## config.mk

```make
export PLATFORM = sky130hd
export DESIGN_NAME = win_loader
export DESIGN_NICKNAME = d
export VERILOG_FILES = /design/src/rtl/wl_pkg.sv /design/src/rtl/wl_setup.sv /design/src/rtl/wl_count.sv /design/src/rtl/wl_cursor.sv /design/src/rtl/wl_dirty.sv /design/src/rtl/win_loader.sv
export SDC_FILE = /design/constraint.sdc
export NUM_CORES = 1
export LEC_CHECK = 0
export ABC_AREA = 0
export BUFFER_PORTS_ARGS = -buffer_cell sky130_fd_sc_hd__buf_2
export CAP_MARGIN = 0
export CORE_ASPECT_RATIO = 1.5
export CORE_UTILIZATION = 55
export CTS_BUF_LIST = sky130_fd_sc_hd__clkbuf_2 sky130_fd_sc_hd__clkbuf_4 sky130_fd_sc_hd__clkbuf_8
export DETAILED_ROUTE_END_ITERATION = 8
export GPL_TIMING_DRIVEN = 0
export PLACE_DENSITY_LB_ADDON = 0.3
export SLEW_MARGIN = 20
export SYNTH_ARGS = -nofsm -noshare
export SYNTH_HDL_FRONTEND = slang
export SYNTH_SLANG_ARGS = --single-unit
```

## constraint.sdc

```tcl
create_clock -name clk -period 11.3 [get_ports clk]
set_input_delay 2.26 -clock clk [delete_from_list [all_inputs] [get_ports clk]]
set_output_delay 2.26 -clock clk [all_outputs]
set_load 0.01 [all_outputs]
```

## src/rtl/wl_pkg.sv

```systemverilog
package wl_pkg;

  typedef enum logic [2:0] {
    SEL_XS  = 3'd0,
    SEL_XE  = 3'd1,
    SEL_YS  = 3'd2,
    SEL_YE  = 3'd3,
    SEL_FMT = 3'd4,
    SEL_SRC = 3'd5,
    SEL_FX  = 3'd6
  } sel_e;

  // format code to bytes per pixel; zero marks an unsupported code
  function automatic logic [2:0] bytes_per_px(input logic [3:0] code);
    case (code)
      4'd1:        return 3'd2;
      4'd2, 4'd3:  return 3'd3;
      4'd6, 4'd7:  return 3'd4;
      default:     return 3'd0;
    endcase
  endfunction

endpackage

```

## src/rtl/wl_setup.sv

```systemverilog
module wl_setup #(
  parameter int COORD_W = 10,
  parameter int CNT_W   = 2 * COORD_W + 2
) (
  input  logic [COORD_W-1:0] xs,
  input  logic [COORD_W-1:0] xe,
  input  logic [COORD_W-1:0] ys,
  input  logic [COORD_W-1:0] ye,
  input  logic [3:0]         fmt,
  input  logic [2:0]         src,
  output logic               ok,
  output logic [COORD_W:0]   w,
  output logic [COORD_W:0]   h,
  output logic [CNT_W-1:0]   total
);
  import wl_pkg::*;

  localparam int PW = CNT_W + 1;

  function automatic logic [COORD_W:0] span(input logic [COORD_W-1:0] a,
                                            input logic [COORD_W-1:0] b);
    return {1'b0, b} - {1'b0, a} + (COORD_W+1)'(1);
  endfunction

  function automatic logic [CNT_W-1:0] word_count(input logic [2:0] bpp,
                                                  input logic [COORD_W:0] cw,
                                                  input logic [COORD_W:0] ch);
    logic [PW-1:0] prod;
    prod = PW'(bpp) * PW'(cw) * PW'(ch);
    return prod[PW-1:1];
  endfunction

  logic [2:0] bpp;

  always_comb begin
    bpp   = bytes_per_px(fmt);
    w     = span(xs, xe);
    h     = span(ys, ye);
    total = word_count(bpp, w, h);
    ok    = (src <= 3'd3) && (bpp != 3'd0) && (xe >= xs) && (ye >= ys);
  end

endmodule

```

## src/rtl/wl_count.sv

```systemverilog
module wl_count #(
  parameter int CNT_W = 22
) (
  input  logic             clk,
  input  logic             rst_n,
  input  logic             load,
  input  logic             arm,
  input  logic             step,
  input  logic [CNT_W-1:0] total,
  output logic             busy,
  output logic             done,
  output logic             last
);
  logic [CNT_W-1:0] remain;

  always_comb
    last = step && (arm ? (total == CNT_W'(1)) : (remain == CNT_W'(1)));

  always_ff @(posedge clk or negedge rst_n) begin
    if (!rst_n) begin
      remain <= '0;
      busy   <= 1'b0;
      done   <= 1'b0;
    end else begin
      done <= last;
      if (load) begin
        remain <= total;
        busy   <= 1'b1;
      end else if (step) begin
        remain <= (arm ? total : remain) - CNT_W'(1);
        busy   <= !last;
      end
    end
  end


  no_underflow_chk: assert property (@(posedge clk) disable iff (!rst_n)
    busy |-> (remain != '0));


  done_idle_chk: assert property (@(posedge clk) disable iff (!rst_n)
    done |-> !busy);

endmodule

```

## src/rtl/wl_cursor.sv

```systemverilog
module wl_cursor #(
  parameter int COORD_W = 10,
  parameter int PANEL_W = 640,
  parameter int ADDR_W  = 20,
  parameter int DATA_W  = 16
) (
  input  logic               clk,
  input  logic               rst_n,
  input  logic               load,
  input  logic               arm,
  input  logic               step,
  input  logic [COORD_W-1:0] e_xs,
  input  logic [COORD_W-1:0] e_xe,
  input  logic [COORD_W-1:0] e_ys,
  input  logic [1:0]         e_rot,
  input  logic [DATA_W-1:0]  word,
  output logic               fb_we,
  output logic [ADDR_W-1:0]  fb_addr,
  output logic [DATA_W-1:0]  fb_word,
  output logic [1:0]         fb_angle,
  output logic               fb_rot
);
  function automatic logic [ADDR_W-1:0] lin_addr(input logic [COORD_W-1:0] x,
                                                 input logic [COORD_W-1:0] y);
    return ADDR_W'(y) * ADDR_W'(PANEL_W) + ADDR_W'(x);
  endfunction

  logic [COORD_W-1:0] cx, cy, px, py, nx, ny;

  always_comb begin
    px = arm ? e_xs : cx;
    py = arm ? e_ys : cy;
    if (px == e_xe) begin
      nx = e_xs;
      ny = py + COORD_W'(1);
    end else begin
      nx = px + COORD_W'(1);
      ny = py;
    end
  end

  always_ff @(posedge clk or negedge rst_n) begin
    if (!rst_n) begin
      cx       <= '0;
      cy       <= '0;
      fb_we    <= 1'b0;
      fb_addr  <= '0;
      fb_word  <= '0;
      fb_angle <= 2'd0;
      fb_rot   <= 1'b0;
    end else begin
      fb_we <= step;
      if (load) begin
        cx <= e_xs;
        cy <= e_ys;
      end else if (step) begin
        cx       <= nx;
        cy       <= ny;
        fb_addr  <= lin_addr(px, py);
        fb_word  <= word;
        fb_angle <= e_rot;
        fb_rot   <= (e_rot != 2'd0);
      end
    end
  end

endmodule

```

## src/rtl/wl_dirty.sv

```systemverilog
module wl_dirty #(
  parameter int COORD_W = 10
) (
  input  logic               clk,
  input  logic               rst_n,
  input  logic               commit,
  input  logic [COORD_W-1:0] xs,
  input  logic [COORD_W-1:0] ys,
  input  logic [COORD_W:0]   w,
  input  logic [COORD_W:0]   h,
  output logic [COORD_W:0]   x0,
  output logic [COORD_W:0]   y0,
  output logic [COORD_W:0]   x1,
  output logic [COORD_W:0]   y1
);
  localparam int DW = COORD_W + 1;

  function automatic logic [DW-1:0] lo(input logic [DW-1:0] a, input logic [DW-1:0] b);
    return (b < a) ? b : a;
  endfunction

  function automatic logic [DW-1:0] hi(input logic [DW-1:0] a, input logic [DW-1:0] b);
    return (b > a) ? b : a;
  endfunction

  always_ff @(posedge clk or negedge rst_n) begin
    if (!rst_n) begin
      x0 <= '1;
      y0 <= '1;
      x1 <= '0;
      y1 <= '0;
    end else if (commit) begin
      x0 <= lo(x0, {1'b0, xs});
      y0 <= lo(y0, {1'b0, ys});
      x1 <= hi(x1, {1'b0, xs} + w);
      y1 <= hi(y1, {1'b0, ys} + h);
    end
  end


  no_shrink_chk: assert property (@(posedge clk) disable iff (!rst_n)
    1'b1 |=> (x0 <= $past(x0)) && (y0 <= $past(y0)) &&
             (x1 >= $past(x1)) && (y1 >= $past(y1)));

endmodule

```

## src/rtl/win_loader.sv

```systemverilog
module win_loader #(
  parameter int COORD_W = 10,
  parameter int PANEL_W = 640,
  parameter int DATA_W  = 16,
  parameter int ADDR_W  = $clog2(PANEL_W * (1 << COORD_W))
) (
  input  logic               clk,
  input  logic               rst_n,
  input  logic               reg_we,
  input  logic [2:0]         reg_sel,
  input  logic [COORD_W-1:0] reg_wdata,
  input  logic               dat_we,
  input  logic [DATA_W-1:0]  dat_word,
  output logic               busy,
  output logic               done,
  output logic               fb_we,
  output logic [ADDR_W-1:0]  fb_addr,
  output logic [DATA_W-1:0]  fb_word,
  output logic [1:0]         fb_angle,
  output logic               fb_rot,
  output logic [COORD_W:0]   dirty_x0,
  output logic [COORD_W:0]   dirty_y0,
  output logic [COORD_W:0]   dirty_x1,
  output logic [COORD_W:0]   dirty_y1
);
  import wl_pkg::*;

  localparam int CNT_W = 2 * COORD_W + 2;

  // programmed registers
  logic [COORD_W-1:0] r_xs, r_xe, r_ys, r_ye;
  logic [3:0]         r_fmt;
  logic [2:0]         r_src;
  logic [1:0]         r_fx;

  always_ff @(posedge clk or negedge rst_n) begin
    if (!rst_n) begin
      r_xs  <= '0;
      r_xe  <= '0;
      r_ys  <= '0;
      r_ye  <= '0;
      r_fmt <= 4'd3;
      r_src <= 3'd0;
      r_fx  <= 2'd0;
    end else if (reg_we) begin
      case (sel_e'(reg_sel))
        SEL_XS:  r_xs  <= reg_wdata;
        SEL_XE:  r_xe  <= reg_wdata;
        SEL_YS:  r_ys  <= reg_wdata;
        SEL_YE:  r_ye  <= reg_wdata;
        SEL_FMT: r_fmt <= reg_wdata[3:0];
        SEL_SRC: r_src <= reg_wdata[2:0];
        SEL_FX:  r_fx  <= reg_wdata[1:0];
        default: ;
      endcase
    end
  end

  // setup evaluation; a source write is judged on the value being written
  logic               src_wr;
  logic [2:0]         src_in;
  logic               s_ok;
  logic [COORD_W:0]   s_w, s_h;
  logic [CNT_W-1:0]   s_total;

  always_comb begin
    src_wr = reg_we && (reg_sel == SEL_SRC);
    src_in = src_wr ? reg_wdata[2:0] : r_src;
  end

  wl_setup #(.COORD_W(COORD_W), .CNT_W(CNT_W)) u_setup (
    .xs(r_xs), .xe(r_xe), .ys(r_ys), .ye(r_ye), .fmt(r_fmt), .src(src_in),
    .ok(s_ok), .w(s_w), .h(s_h), .total(s_total)
  );

  // transfer control events
  logic load_ev, arm_ev, step_ev, last_ev, fresh;

  always_comb begin
    load_ev = src_wr && s_ok;
    arm_ev  = dat_we && !src_wr && !busy && s_ok;
    step_ev = dat_we && !src_wr && (busy || s_ok);
    fresh   = load_ev || arm_ev;
  end

  // window captured at setup
  logic [COORD_W-1:0] q_xs, q_xe, q_ys;
  logic [COORD_W:0]   q_w, q_h;
  logic [1:0]         q_rot;

  always_ff @(posedge clk or negedge rst_n) begin
    if (!rst_n) begin
      q_xs  <= '0;
      q_xe  <= '0;
      q_ys  <= '0;
      q_w   <= '0;
      q_h   <= '0;
      q_rot <= 2'd0;
    end else if (fresh) begin
      q_xs  <= r_xs;
      q_xe  <= r_xe;
      q_ys  <= r_ys;
      q_w   <= s_w;
      q_h   <= s_h;
      q_rot <= r_fx;
    end
  end

  // effective window: fresh setup bypasses the capture registers
  logic [COORD_W-1:0] e_xs, e_xe, e_ys;
  logic [COORD_W:0]   e_w, e_h;
  logic [1:0]         e_rot;

  always_comb begin
    e_xs  = fresh ? r_xs : q_xs;
    e_xe  = fresh ? r_xe : q_xe;
    e_ys  = fresh ? r_ys : q_ys;
    e_w   = fresh ? s_w  : q_w;
    e_h   = fresh ? s_h  : q_h;
    e_rot = fresh ? r_fx : q_rot;
  end

  wl_count #(.CNT_W(CNT_W)) u_count (
    .clk(clk), .rst_n(rst_n), .load(load_ev), .arm(arm_ev), .step(step_ev),
    .total(s_total), .busy(busy), .done(done), .last(last_ev)
  );

  wl_cursor #(.COORD_W(COORD_W), .PANEL_W(PANEL_W), .ADDR_W(ADDR_W), .DATA_W(DATA_W)) u_cursor (
    .clk(clk), .rst_n(rst_n), .load(load_ev), .arm(arm_ev), .step(step_ev),
    .e_xs(e_xs), .e_xe(e_xe), .e_ys(e_ys), .e_rot(e_rot), .word(dat_word),
    .fb_we(fb_we), .fb_addr(fb_addr), .fb_word(fb_word),
    .fb_angle(fb_angle), .fb_rot(fb_rot)
  );

  wl_dirty #(.COORD_W(COORD_W)) u_dirty (
    .clk(clk), .rst_n(rst_n), .commit(last_ev),
    .xs(e_xs), .ys(e_ys), .w(e_w), .h(e_h),
    .x0(dirty_x0), .y0(dirty_y0), .x1(dirty_x1), .y1(dirty_y1)
  );


  drop_chk: assert property (@(posedge clk) disable iff (!rst_n)
    (dat_we && !busy && !src_wr && !s_ok) |=> !fb_we);


  fb_follow_chk: assert property (@(posedge clk) disable iff (!rst_n)
    fb_we |-> $past(dat_we));


  load_busy_chk: assert property (@(posedge clk) disable iff (!rst_n)
    load_ev |=> busy);

endmodule

```

Yosys cells after proc, flatten, opt, wreduce, memory -nomap -nowiden
Cells that the tools add are included.
Storage, ports and cells
  register bits after elaboration: 231
  bits of input ports: 33
  output and inout port bits: 86
  word-level logic and storage cells: 117
Cells by class
  add/subtract/negate cells: 10
  $mul: 3
  $lt $le $gt $ge: 7
  eq/ne operators: 14
  mux-type cells: 22
  bitwise logic cells: 1
  reduce and logical (&&, ||, !) cells: 33
Operators with widths (number)
  $mux 10: 11
  $mux 22: 3
  $eq 22x1->1 const B: 2
  $reduce_and 2->1: 12
  $mul 14x11->23: 1
  $add 10x11->11: 2
  $add 11x1->11 const B: 2
  $gt 11x11->1: 2
  $lt 10x11->1: 2
  $mux 11: 2
  $sub 10x10->11: 2
  $sub 22x1->22 const B: 1
  $add 10x1->10 const B: 2
  $add 20x10->20: 1
  $ge 10x10->1: 2
  $mul 3x11->14: 1
  $mul 10x3->13 const B: 1
  $eq 10x10->1: 1
  $logic_and 1x1->1: 10
  $eq 3x3->1 const B: 3
  $pmux 3 s3: 1
  $eq 4x2->1 const B: 2
  $eq 4x3->1 const B: 2
  $eq 3x2->1 const B: 2
  other kinds (13): 20

Longest topological paths before layout
Gate-level depths: netlist (run 1).
  depth in word-level cells: 15
  depth in mapped cells: 45
  mapped depth without buffers: 43

Modules after synthesis
A second synthesis (run 1) with hierarchy kept.
Second synthesis, totals
  cell total of the unflattened synthesis: 2282
  area, all modules: 21414.3 sq um
By module, submodules not included
  wl_setup: times used 1, cells each 899, area each 7295.7 sq um
  wl_cursor: times used 1, cells each 523, area each 4451.8 sq um
  win_loader: times used 1, cells each 238, area each 3940.0 sq um
  wl_dirty: times used 1, cells each 329, area each 3485.8 sq um
  wl_count: times used 1, cells each 293, area each 2240.9 sq um

Worst setup path after synthesis (run 1)
OpenSTA, ideal clock, no wires.
  kind: reg2reg
  from: register r_xs[1]
  to: register u_dirty.y1[0]
  setup time: 0.125 ns
  arrival: 10.165 ns
  data required time: 11.175 ns
  slack: 1.010 ns
  cell stages (with the launch flop): 46
  clock period less this slack: 10.290 ns
  cell sequence: dfrtp_1 > inv_1 > ha_1 > inv_1 > ha_1 > fa_1 > a21o_1 > a21oi_1 > o21bai_1 > a21oi_1 > o21bai_1 > a21o_1 > xnor2_1 > nand2_1 > fa_1 > inv_1 > ha_1 > buf_1 > (+10 left out) > fa_1 > fa_1 > inv_1 > fa_1 > inv_1 > ha_1 > a21oi_1 > o21ai_0 > a221oi_1 > o21ai_0 > a21o_1 > a21oi_1 > xnor2_1 > xnor3_1 > a2111oi_4 > o311ai_1 > buf_4 > mux2_4
On the way
  longest elaborated chain between the ends: 9
  elaborated cells on any way between the ends: 20
  those cells by class: add/sub: 3; mul: 2; order compare: 2; eq/ne: 1; mux: 3; reduce/logical: 9
RTL lines
  start: declaration: line win_loader.sv:31  | logic [COORD_W-1:0] r_xs, r_xe, r_ys, r_ye;
  start signal: assignment: line win_loader.sv:47  | SEL_XS: r_xs <= reg_wdata;
  parallel branches: the longest is 9 deep, another holds $mul 14x11->23
  end signal: assignment: line wl_dirty.sv:36  | y1 <= hi(y1, {1'b0, ys} + h);
  end: declaration: line wl_dirty.sv:14  | output logic [COORD_W:0] y1
Parallel ways; which one is timed is not known.
A chain may end at the register's enable or synchronous reset.

Final worst setup path (run 1)
  from: register r_xs[2]
  to: register u_dirty.x1[9]
On the way
  longest elaborated chain between the ends: 9
  elaborated cells on any way between the ends: 20
  those cells by class: add/sub: 3; mul: 2; order compare: 2; eq/ne: 1; mux: 3; reduce/logical: 9
RTL lines
  parallel branches: the longest is 9 deep, another holds $mul 14x11->23
  end signal: assignment: line wl_dirty.sv:35  | x1 <= hi(x1, {1'b0, xs} + w);
  end: declaration: line wl_dirty.sv:13  | output logic [COORD_W:0] x1,
Parallel ways; which one is timed is not known.

==> run metrics, run 1 <==
result of the run finished clean; critical path data arrival time between 10 and 15 ns; Post-DRT Antenna Nets 0; DR iter-0 viols between 900 and 1000; largest driver fanout on the critical path 10; number of antenna violations at the first check in global routing 0; Initial DRT Pass Iterations 5; Root Buffer clkbuf_8; dominant combinational cell family by area after synthesis adder cells; area delta synth->final 12.4%; number of buffers between clock root and the deepest sink 3; standard-cell row count 85; final net count around 2700; total DRC errors in the routed layout 0; wire length of the first global-routing pass slightly above 90 mm; Post-Synthesis Mean Instance Area slightly above 9 um2; part of the cycle the worst path needs a little over nine tenths; xor and xnor fraction of the mapped netlist area approximately 5.2%; final count of pins violating max slew 0; Num CTS Buffers 37; biggest area consumer among synthesized cells dfrtp_1; Post-Place Worst Slack -1.45 ns; port buffer count 118; Peak Freq slightly above 0.09 GHz; crit path time final around 11 ns; clock latency on the worst-skew pair around 0.57 ns; Synthesis Warnings 0; post-synth top area share around a quarter; clock slew at the register clock pins of the worst setup and hold paths around 0.07 ns; maximum number of pins on one net before global-route repair 100; Netlist cell types 82; total of max-cap violations 0; number of flops mapped to enable cells by yosys 0; clock tree sinks 229; fraction of final layout cells sized beyond drive strength 1 16.1%; commonest cells after routing, fill and taps aside nand2_1, inv_1, dfrtp_1; met2 Use GR 56.8%; required time at the worst-slack endpoint between 10 and 15 ns; worst setup margin ~0.43 ns; Setup crit start kind register; Gate Count Post-Synth about 2200; Synth Net Count 2572; setup skew after layout ~0.031 ns; multiplexer share of the synthesized area under 10%; element type at the critical path end register; clock tree from TritonCTS built; Seq cells post-synth around 230; most common cell after layout, fill and taps aside nand2_1; vias after detailed routing roughly 17000; met3 global-route usage about 4.5%; routed wire length 58.5 mm; transition time at the pin with the least slew margin roughly 1.1 ns; Core Area approximately 36000 um2; post-synthesis share of cell area spent on and, or, nand and nor gates about 15%; number of levels in the clock H-tree 2; HPWL reported at the end of detailed placement around 46 mm; share of the synthesized area in compound gates (AO/OA/AOI/OAI) a little over an eighth; Synth Cell Area roughly 20000 um2; setup violation total in the final timing report 0; global routing met1 resource utilization a little over a third; die area 37300 um2; biggest area contributors in the synthesized netlist dfrtp_1, fa_1, ha_1; count of final hold-check violations 0; detailed-route wire length per cell 20.2 um; mean number of vias per cell around 5.9; starting density of the core 55.8%; Top Usage Layer GRT met2; slowest cell on the critical path fa_1; sequential cell area fraction in the yosys report 28.7%; Synth Flop Type dfrtp_1; worst slew margin relative to its limit roughly 24%; total inserted antenna cells 0; GRT Util Overall around a third; total I/O pin count about 120; die height approximately 240 um; Worst Setup Path Type register to register; GRT Residual Overflow 0; last weighted congestion value of the routability-driven placer between 0.9 and 1; largest stage delay on the critical path 0.63 ns; number of global-route vias before repair approximately 18000; synthesized-area fraction occupied by adder cells between 20 and 25%; die width about 160 um; class of the worst hold path register to register; async set or reset register ratio after synthesis 100%
-- cell families after synthesis --
family / after synthesis
XOR/XNOR: 118
flip-flops: 229
buffers and inverters: 338
AO/OA/AOI/OAI: 416
AND/OR/NAND/NOR: 685
adder cells (fa/ha/maj): 322
multiplexers: 109
-- worst paths after layout --
path	slack (ns)	depth (start not counted)	to	from
setup / recovery	0.43	42	u_dirty.x1[9]	r_xs[2]
hold / removal	0.47	2	u_cursor.fb_word[2]	u_cursor.fb_word[2]
setup reg to reg	0.43	42	u_dirty.x1[9]	r_xs[2]
hold reg to reg	0.47	2	u_cursor.fb_word[2]	u_cursor.fb_word[2]
max in group asynchronous	8.89	2	u_count.remain[5]	rst_n
min in group asynchronous	1.58	1	u_dirty.y1[3]	rst_n
-- per-stage QoR --
stage               instance area [um2]  instances  hold slack (ns)  setup TNS, ns  util [%]
global route                      22600       2894            0.491          -1.85      62.8
finish                            22600       2894            0.465              0      62.8
global placement                  21300       2813            0.454         -65.75      59.2
CTS                               22300       2886            0.471              0      61.9
floorplan                         20100       2217            0.456              0         -
detailed placement                21300       2816            0.457         -62.23      59.4
-- flip-flops by register name (all words and copies together), names as in the netlist, 10 cells and up --
register / flops
q_h: 11
q_w: 11
q_xe: 10
q_xs: 10
q_ys: 10
r_xe: 10
r_xs: 10
r_ye: 10
r_ys: 10
u_count.remain: 22
u_cursor.cx: 10
u_cursor.cy: 10
u_cursor.fb_addr: 20
u_cursor.fb_word: 16
u_dirty.x0: 11
u_dirty.x1: 11
u_dirty.y0: 11
u_dirty.y1: 11
-- synthesized netlist by cell type (8+ instances only) --
cell        n
buf_2      12
inv_1     262
mux2_4     18
nor4_1     10
nand2b_1   32
clkbuf_1   53
mux2_2     61
a311oi_1    9
a21o_1     31
ha_1      192
a22oi_1     9
nand4_1    17
mux2i_1    29
a31oi_1    10
o211ai_1    8
xor2_1     48
o21a_1     10
nand2_1   284
dfrtp_1   205
nor2b_1    23
xnor2_1    69
o21ai_0   157
nor3_1     51
and3_1     11
nor2_1    175
and2_1     12
o21bai_1   15
fa_1      130
a21oi_1    88
nand3_1    35
dfstp_2    24
-- final cells by class --
cell class,instances,area (um2)
flip-flops and latches,229,5760
clock inverters,6,32.5
well taps,478,598
fillers,3125,13400
multi-input cells,1650,13400
repair buffers,134,768
plain buffers,74,308
inverters,263,987
clock buffers,60,726
-- critical path: cells and delay by family (launching register included) --
family,cells,cell delay [ns]
AO/OA/AOI/OAI,14,2.55
multiplexers,1,0.33
XOR/XNOR,3,0.72
adder cells (fa/ha/maj),10,4.47
AND/OR/NAND/NOR,6,1.37
flip-flops,1,0.42
buffers and inverters,8,0.85
-- timing repair --
action,4_1_cts,5_1_grt
setup endpoints to repair,52,50
hold buffers,0,0
setup buffers,5,7
gates cloned,0,1
gates resized for setup,19,46
pin swaps,4,11
-- metal layers --
layer  routed length, um  vias up
li1                    -     7784
met3                3050      227
met4                4550        0
met5                   0        -
met2               29600      606
met1               21300     8335
Power of run 1 is not shown: default switching activity piles up to over one toggle a cycle in this logic, so the estimate is an artifact.
==> run 2, diff against run 1 <==
ABC_AREA = 1   (was 0)
==> run 2 against run 1 <==
  * Synthesized cell count up 26%
  * Hold slack better by 0.0082 ns
  * Die area up 4.5%
  * Sequential share of layout area down 0.72 points
  * Global-route usage up 1.2 points
  * Count of clock-buffer cells in the layout up 2
  * Clock skew up 0.024 ns
  * Largest cell class unchanged
  * Non-clock buffer count down 8
  * Cell count up 20%
==> run metrics, run 2 <==
class of the worst hold path register to register; Synth Flop Type dfrtp_1; final net count 3314 (+21%); total I/O pin count 119 (unchanged); die height 241 um (+2.2%); commonest cells after routing, fill and taps aside nand2_1, inv_1, dfrtp_1; last weighted congestion value of the routability-driven placer 0.960 (-3.3%); largest registers u_count.remain (22), u_cursor.fb_addr (20), u_cursor.fb_word (16); die area 38900 um2 (+4.5%); standard-cell row count 87 (+2.4%); Synth Cell Area 21000 um2 (+4.5%); worst slew margin relative to its limit 34.7% (+11 points); crit path time final 10.67 ns (-0.199 ns); number of cell instances on the worst register-to-register path 48 (+14%); total DRC errors in the routed layout 0 (unchanged); critical path data arrival time 11.18 ns (-0.12 ns); Peak Freq 0.0937 GHz (+1.9%); total inserted antenna cells 0 (unchanged); HPWL reported at the end of detailed placement 51.3 mm (+12%); worst hold endpoint u_dirty.y0[10]; Initial DRT Pass Iterations 6 (+1); vias after detailed routing 19100 (+13%); starting density of the core 55.9% (about the same); largest stage delay on the critical path 0.65 ns (+0.02 ns); count of final hold-check violations 0 (unchanged); area taken by multi-input logic gates 13000 um2 (-2.8%); startpoint of the worst-slack reg-to-reg timing path r_xs[2]; Core Area 37600 um2 (+4.5%); largest driver fanout on the critical path 10 (unchanged); post-cts hold buffer count 0 (unchanged); transition time at the pin with the least slew margin 0.969 ns (-0.156 ns); number of buffers between clock root and the deepest sink 3 (unchanged); setup total negative slack 0 ns (unchanged); DR iter-0 viols 1216 (+24%); placed cell count 3401 (+21%); biggest area contributors in the synthesized netlist dfrtp_1, nand2_1, fa_1; setup skew after layout 0.0548 ns (+0.0239 ns); Setup crit start kind register; detailed-route wire length per cell 18.4 um (-8.9%); number of global-route vias before repair 19400 (+9.4%); GRT Util Overall 33.7% (+1.2 points); Seq cells post-synth 229 (unchanged); R2R Setup Slk 0.63 ns (+0.20 ns); wire length of the first global-routing pass 101 mm (+8.6%); clock latency on the worst-skew pair 0.60 ns (+0.03 ns); clock tree sinks 229 (unchanged); Post-Place Worst Slack 0.592 ns (+2.05 ns); async set or reset register ratio after synthesis 100% (unchanged); Synthesis Warnings 0 (unchanged); port buffer count 118 (unchanged); result of the run finished clean; number of flops mapped to enable cells by yosys 0 (unchanged); Post-DRT Antenna Nets 0 (unchanged); sequential cell area fraction in the yosys report 27.5% (-1.2 points); count of non-filler cells in the finished layout 3479 (+20%); post-synth top area share 24.5% (-1.1 points); clock slew at the register clock pins of the worst setup and hold paths 0.06 ns (about the same); Worst Setup Path Type register to register; area delta synth->final 10.7%; slowest cell on the critical path fa_1; Gate Count Post-Synth 2792 (+26%); worst setup margin 0.630 ns (+0.199 ns); number of antenna violations at the first check in global routing 0 (unchanged); number of stages on the worst hold path 2 (unchanged); biggest area consumer among synthesized cells dfrtp_1; Post-Synthesis Mean Instance Area 7.51 um2 (-17%); fraction of final layout cells sized beyond drive strength 1 11.5% (-4.6 points); number of levels in the clock H-tree 2 (unchanged); ranking of synthesized cells by instance count nand2_1, inv_1, dfrtp_1, ha_1, nor2_1; element type at the critical path end register; Netlist cell types 50 (-39%); total of max-cap violations 0 (unchanged); die width 161 um (+2.2%); required time at the worst-slack endpoint 11.81 ns (+0.08 ns); most common cell after layout, fill and taps aside nand2_1; total of fill cells in the finished design 3435 (+9.9%); setup violation total in the final timing report 0 (unchanged); worst hold path startpoint u_dirty.y0[10]; final count of pins violating max slew 0 (unchanged); GRT Residual Overflow 0 (unchanged); max reg flops 22 (unchanged); clock tree from TritonCTS built; mean number of vias per cell 5.49 (-6.2%); Storage cell area 5760 um2 (unchanged); Root Buffer clkbuf_8; part of the cycle the worst path needs 94.4% (-1.8 points); worst reg2reg path endpoint u_dirty.x1[6]; Synth Net Count 3147 (+22%); most frequent cell after synthesis nand2_1; routed wire length 64.0 mm (+9.5%); largest register by flop count u_count.remain; Crit path top cell by count nand2_1; Num CTS Buffers 40 (+8.1%); maximum number of pins on one net before global-route repair 100 (unchanged)
run 2: cell type report:
type / instances / area share, %
plain buffers: 75 / 1.72
clock buffers: 62 / 3.33
clock inverters: 11 / 0.544
inverters: 489 / 7.91
multi-input cells: 1999 / 56.0
flip-flops and latches: 229 / 24.8
well taps: 489 / 2.64
repair buffers: 125 / 3.04
run 2: cell families (layout without fill, tap and decap cells):
kind of cell,after synthesis,in the layout,share of synthesized area (%)
simple gates,1234,1234,24.9
buf+inv,564,762,10.7
compound gates,365,365,9.91
fa+ha+maj,322,322,23.9
flops,229,229,27.5
xor+xnor,78,78,3.26
run 2: worst max path at each step:
stage / startpoint / end / slack, ns / cells after the start
floorplan: r_xs[2] / u_dirty.x0[1] / 2.42 / 54
global placement: r_xs[2] / u_dirty.x1[4] / 0.69 / 51
detailed placement: r_xs[2] / u_dirty.x1[5] / 0.59 / 53
CTS: r_xs[2] / u_dirty.x1[6] / 0.52 / 51
global route: r_xs[2] / u_dirty.x1[0] / -0.01 / 50
finish: r_xs[2] / u_dirty.x1[6] / 0.63 / 48
run 2: repair_timing:
| item | CTS | global route |
|---|---|---|
| setup endpoints to repair | 0 | 43 |
| gates resized for setup | 0 | 4 |
| setup buffers | 0 | 5 |
run 2: critical path, delay by kind of cell, from the launching register on:
family	cells	cell delay [ns]
xor+xnor	2	0.68
compound gates	7	1.13
flops	1	0.44
simple gates	19	2.74
buf+inv	10	1.16
fa+ha+maj	10	4.40
run 2: metrics by stage:
step | instance area, um2 | util (%) | hold slack [ns]
after floorplan | 21000 | - | 0.438
after global placement | 22200 | 59.1 | 0.459
after detailed placement | 22200 | 59.2 | 0.460
after CTS | 23100 | 61.6 | 0.476
after global routing | 23200 | 61.8 | 0.492
final | 23200 | 61.8 | 0.473
run 2: per-layer routing:
| metal | vias to the layer above | wire (um) | global-route usage (%) |
|---|---|---|---|
| li1 | 9087 | - | - |
| met1 | 9076 | 23700 | 36.8 |
| met2 | 701 | 30800 | 58.0 |
| met3 | 245 | 3230 | 3.94 |
| met4 | 0 | 6240 | 29.5 |
| met5 | - | 0 | 0 |
Power of run 2 is left out for the same reason.
